File: config.mk
export PLATFORM = sky130hd
export DESIGN_NAME = spi_hold_front
export DESIGN_NICKNAME = d
export VERILOG_FILES = /design/src/rtl/spi_hold_front.sv
export SDC_FILE = /design/constraint.sdc
export NUM_CORES = 1
export LEC_CHECK = 0
export CORE_MARGIN = 8
export CORE_UTILIZATION = 25
export CTS_CLUSTER_SIZE = 24
export DETAILED_ROUTE_END_ITERATION = 8
export DONT_BUFFER_PORTS = 1
export GPL_TIMING_DRIVEN = 1
export PLACE_DENSITY = 0.38
export SYNTH_ARGS = -nofsm -noshare
export SYNTH_HDL_FRONTEND = slang
export SYNTH_SLANG_ARGS = --single-unit
File: constraint.sdc
create_clock -name clk -period 1.4 [get_ports clk]
set_input_delay 0.14 -clock clk [delete_from_list [all_inputs] [get_ports clk]]
set_output_delay 0.14 -clock clk [all_outputs]
set_load 0.02 [all_outputs]
File: src/rtl/spi_hold_front.sv
module spi_hold_front #(
  parameter int DW   = 8,
  parameter int SYNC = 2
) (
  input  logic          clk,
  input  logic          rst_n,
  input  logic          cs_n,
  input  logic          sclk,
  input  logic          hold_n,
  input  logic          mosi,
  input  logic          busy_in,
  output logic          busy_out,
  output logic          shift_en,
  output logic          rx_valid,
  output logic [DW-1:0] rx_byte,
  output logic          miso,
  output logic          miso_oe
);
  localparam int CW = $clog2(DW);

  logic [SYNC-1:0] cs_p, sck_p, hld_p, di_p;
  logic            sck_q;
  logic            cs_s, sck_s, hold_req, din;
  logic            sck_rise, sck_fall, tx_step, last_bit;
  logic            held, locked, byte_seen, tx_pend;
  logic [CW-1:0]   cnt;
  logic [DW-1:0]   sr, tx_sr;

  always_ff @(posedge clk or negedge rst_n) begin
    if (!rst_n) begin
      cs_p  <= '1;
      sck_p <= '0;
      hld_p <= '1;
      di_p  <= '0;
      sck_q <= 1'b0;
    end else begin
      cs_p  <= {cs_p[SYNC-2:0], cs_n};
      sck_p <= {sck_p[SYNC-2:0], sclk};
      hld_p <= {hld_p[SYNC-2:0], hold_n};
      di_p  <= {di_p[SYNC-2:0], mosi};
      sck_q <= sck_p[SYNC-1];
    end
  end

  assign cs_s     = cs_p[SYNC-1];
  assign sck_s    = sck_p[SYNC-1];
  assign hold_req = ~hld_p[SYNC-1];
  assign din      = di_p[SYNC-1];
  assign sck_rise = sck_s & ~sck_q;
  assign sck_fall = ~sck_s & sck_q;
  assign shift_en = ~cs_s & ~held & sck_rise;
  assign tx_step  = ~cs_s & ~held & sck_fall;
  assign last_bit = (cnt == CW'(DW-1));

  always_ff @(posedge clk or negedge rst_n) begin
    if (!rst_n) begin
      held   <= 1'b0;
      locked <= 1'b0;
    end else if (cs_s) begin
      held   <= 1'b0;
      locked <= (locked | held) & hold_req;
    end else begin
      locked <= locked & hold_req;
      if (!sck_s) held <= hold_req & ~locked;
    end
  end

  always_ff @(posedge clk or negedge rst_n) begin
    if (!rst_n) begin
      cnt       <= '0;
      sr        <= '0;
      tx_sr     <= '0;
      rx_byte   <= '0;
      rx_valid  <= 1'b0;
      byte_seen <= 1'b0;
      tx_pend   <= 1'b0;
    end else if (cs_s) begin
      cnt       <= '0;
      sr        <= '0;
      tx_sr     <= '0;
      rx_valid  <= 1'b0;
      byte_seen <= 1'b0;
      tx_pend   <= 1'b0;
    end else begin
      rx_valid <= 1'b0;
      if (shift_en) begin
        sr  <= {sr[DW-2:0], din};
        cnt <= last_bit ? '0 : CW'(cnt + 1'b1);
        if (last_bit) begin
          rx_valid  <= 1'b1;
          rx_byte   <= {sr[DW-2:0], din};
          byte_seen <= 1'b1;
          tx_pend   <= 1'b1;
        end
      end
      if (tx_step) begin
        if (tx_pend) begin
          tx_sr   <= rx_byte;
          tx_pend <= 1'b0;
        end else begin
          tx_sr <= tx_sr << 1;
        end
      end
    end
  end

  assign miso     = tx_sr[DW-1];
  assign miso_oe  = ~cs_s & ~held & byte_seen;
  assign busy_out = busy_in;
endmodule

==> key figures <==
Outcome
  – Status: finished, violations left
  – Violated checks: setup timing

Cells and area
  – Core Util, Final: between 30% and 40%
  – Fin area: roughly 0.002 sq mm
  – Final net count: around 160
  – Area growth from synthesis to layout: 25.1%
  – Antenna Cells: 0
  – Fraction of layout cells with a size suffix above 1: between 30 and 40%

Timing
  – Setup repair after global routing missed its margin: yes
  – Hold Slack: 0.280 ns
  – Fin. Hold Viols: 0
  – Relative slew slack: 62.4%
  – Post-route clock period utilization: 102%
  – Fin worst setup slack: -0.0295 ns
  – Tmin final: about 1.4 ns
  – FMAX: 700 MHz
  – Slew Limit Fails: 0
  – Slew @ Worst Pin: between 0.5 and 0.6 ns
  – # setup viols final: 1
  – Clk_skew: about 0.0056 ns

Route
  – # DRC: 0
  – Via count: 991
  – Pre-antenna DRT Iters: 4
  – Routed wire length: ~3.3 mm
  – Initial DRC Count: 31
  – Avg Vias per Cell: ~4.4
  – Final ANT Viol Nets: 0
  – Drt wl/cell: roughly 14 microns

Placed design
  – GPL Wtd Cong: 0.744
  – DP HPWL: about 2.1 mm
  – Dpl cell area: roughly 0.0017 sq mm
  – IO Port Bufs: 0

Hold path
  – Hold crit path type: in -> out
  – Worst hold start: busy_in

Synthesis
  – Top cell type's share of synthesized area: about 57%
  – Synth cell types: 24
  – Synth Register Bits: 40
  – Syn avg cell area: roughly 13 sq um
  – Sequential-to-total area share from yosys stat: between 60% and 70%
  – Mapped Area: approximately 0.0016 sq mm
  – Async set-or-reset flop fraction in the synthesized netlist: 100%
  – Post-synthesis instance total: 126
  – Synth top area cells: dfrtp_1, dfstp_2, mux2_2
  – Post-synthesis net count: roughly 140
  – Post-synth top flop: dfrtp_1
  – Leading area contributor after synthesis: dfrtp_1
  – Number of flops mapped to enable cells by yosys: 0
  – Synthesis Warnings: 0

Critical path
  – CP arrival: ~1.3 ns
  – Critical path capture point type: output port
  – Reg2reg start: sck_q
  – Setup crit start: sck_q
  – Crit Path Class: reg -> out
  – Startpoint types: flop
  – Critical path peak fanout: 7
  – CP required: around 1.3 ns

GRT
  – Largest net degree at the start of global routing: 41
  – Initial antenna violation count: 0
  – Vias in the first global route: ~1100
  – GRT Util Overall: 8.08%
  – Grt total ovfl: 0
  – First-pass GRT wire length: approximately 5.6 mm

Floorplan
  – Die H: 95.6 microns
  – Core area: 0.00624 sq mm
  – Initial core utilization: between 20% and 30%
  – Rows: 29
  – DIE WIDTH: ~96 microns
  – Die area: between 0.009 and 0.01 sq mm
  – Ports: 20

CTS
  – H-tree levels: 2
  – Worst-path clk slew: 0.07 ns
  – TritonCTS clock tree: yes
  – Root Buffer: clkbuf_8
  – CTS Buffer Depth: 2
  – CTS Buf Count: 5
  – Clk sink count: 40
  – Worst-Skew Late Latency: 0.29 ns

Job
  – MaxCap Viol Count: 0

Power and ir drop
  – Leak: ~0.85 nW
  – Power per cell area: around 1000 mW/mm^2
  – VDD IR max: around 470 uV
layout make-up:
cell class | instances | area [sq um]
Tap cell | 77 | 96.3
Multi-Input combinational cell | 77 | 588
Clock inverter | 1 | 5.00
Timing Repair Buffer | 22 | 205
Clock buffer | 6 | 72.6
Sequential cell | 40 | 1010
Inverter | 2 | 7.51
Fill cell | 646 | 4260
state kept, by name (all words and copies together) (netlist names):
signal and flops:
rx_byte 8, tx_sr 8, sr 7, cnt 3, cs_p 2, di_p 2
hld_p 2, sck_p 2, byte_seen 1, held 1, locked 1, rx_valid 1
sck_q 1, tx_pend 1
worst paths after layout:
check | endpoint | slack [ns] | cells after the start
setup / recovery | shift_en | -0.03 | 3
hold reg to reg | di_p[1] | 0.35 | 0
setup reg to reg | tx_sr[7] | 0.02 | 4
max in group asynchronous | cs_p[1] | 0.81 | 2
min in group asynchronous | held | 0.32 | 2
hold / removal | busy_out | 0.28 | 0
stage by stage:
| step | TNS (ns) | instances | setup WS (ns) | power (W) |
|---|---|---|---|---|
| 2_1_floorplan | 0 | 126 | 0.00337 | 0.00127 |
| 5_1_grt | -0.223 | 225 | -0.0701 | 0.00213 |
| 6_report | -0.0295 | 225 | -0.0295 | 0.00203 |
| 4_1_cts | -0.273 | 225 | -0.0382 | 0.00207 |
| 3_3_place_gp | -0.716 | 207 | -0.0709 | 0.00129 |
| 3_5_place_dp | -0.944 | 207 | -0.0979 | 0.00129 |
Yosys cell counts (2+ instances only):
cell type  count
a211oi_1       2
a21oi_1        4
buf_2          3
clkbuf_1       2
dfrtp_1       36
dfstp_2        4
ha_1           2
inv_1          2
mux2_2         8
mux2i_1        8
nand2_1       10
nand2b_1       9
nand3b_1       6
nor2_1         5
nor3_1         2
o21ai_0       10
o21ai_1        6
cell usage in the layout (no fill, tap or decap):
cell type      synthesis  final
ha_2                   0      1
o21ai_0               10      7
nand2_1               10     10
a211oi_1               2      1
or4b_4                 1      1
clkbuf_1               2      1
a21oi_1                4      3
a211oi_2               0      1
buf_8                  0      1
dfstp_2                4      4
clkinv_2               0      1
o21ai_1                6      8
nand2_8                0      1
a21oi_2                0      1
nand2b_1               9      9
inv_1                  2      2
mux2_2                 8      8
dlygate4sd3_1          0      5
nand3_1                1      1
nand3b_1               6      6
buf_12                 0      1
buf_4                  1     13
dfrtp_1               36     36
nor4b_2                0      1
ha_4                   0      1
mux2i_1                8      8
nor4b_4                1      1
buf_6                  0      2
o21ai_2                0      1
nor3_1                 2      1
nor3_2                 0      1
clkbuf_8               0      5
nor2_1                 5      5
timing repair:
| action | 4_1_cts | 5_1_grt |
|---|---|---|
| buffers inserted | 4 | 1 |
| gates resized for setup | 5 | 12 |
| endpoints found under the hold margin | 44 | 0 |
| gates cloned | 1 | 0 |
| hold buffers | 6 | 0 |
| endpoints found under the setup margin | 14 | 26 |
| pin swaps | 1 | 11 |
power breakdown:
part,switching [W],total [W],internal [W]
Combinational,0.0000675,0.000130,0.0000620
Sequential,0.0000153,0.00120,0.00118
Clock,0.000366,0.000704,0.000339
Total,0.000449,0.00203,0.00158
critical path: stages, from the launching register on:
cell and delay, ns:
dfrtp_1 0.41, nor4b_4 0.28, buf_6 0.17, buf_8 0.15
per-layer routing:
metal,vias up,part of all wire [%],global-route usage [%],routed length (microns)
li1,471,-,-,-
met1,502,43,9.20,1400
met2,14,50,12.9,1620
met3,4,5.7,3.54,186
met4,0,1.2,3.46,38
met5,-,0,0,0
cells by family after synthesis:
family                     share of synthesized area [%]
adders and majority gates                           1.58
buffers and inverters                               2.61
AOI/OAI and AO/OA                                   7.27
and+or+nand+nor                                     14.2
muxes                                               10.8
DFF                                                 63.6
Power figures use the tool's default switching activity.
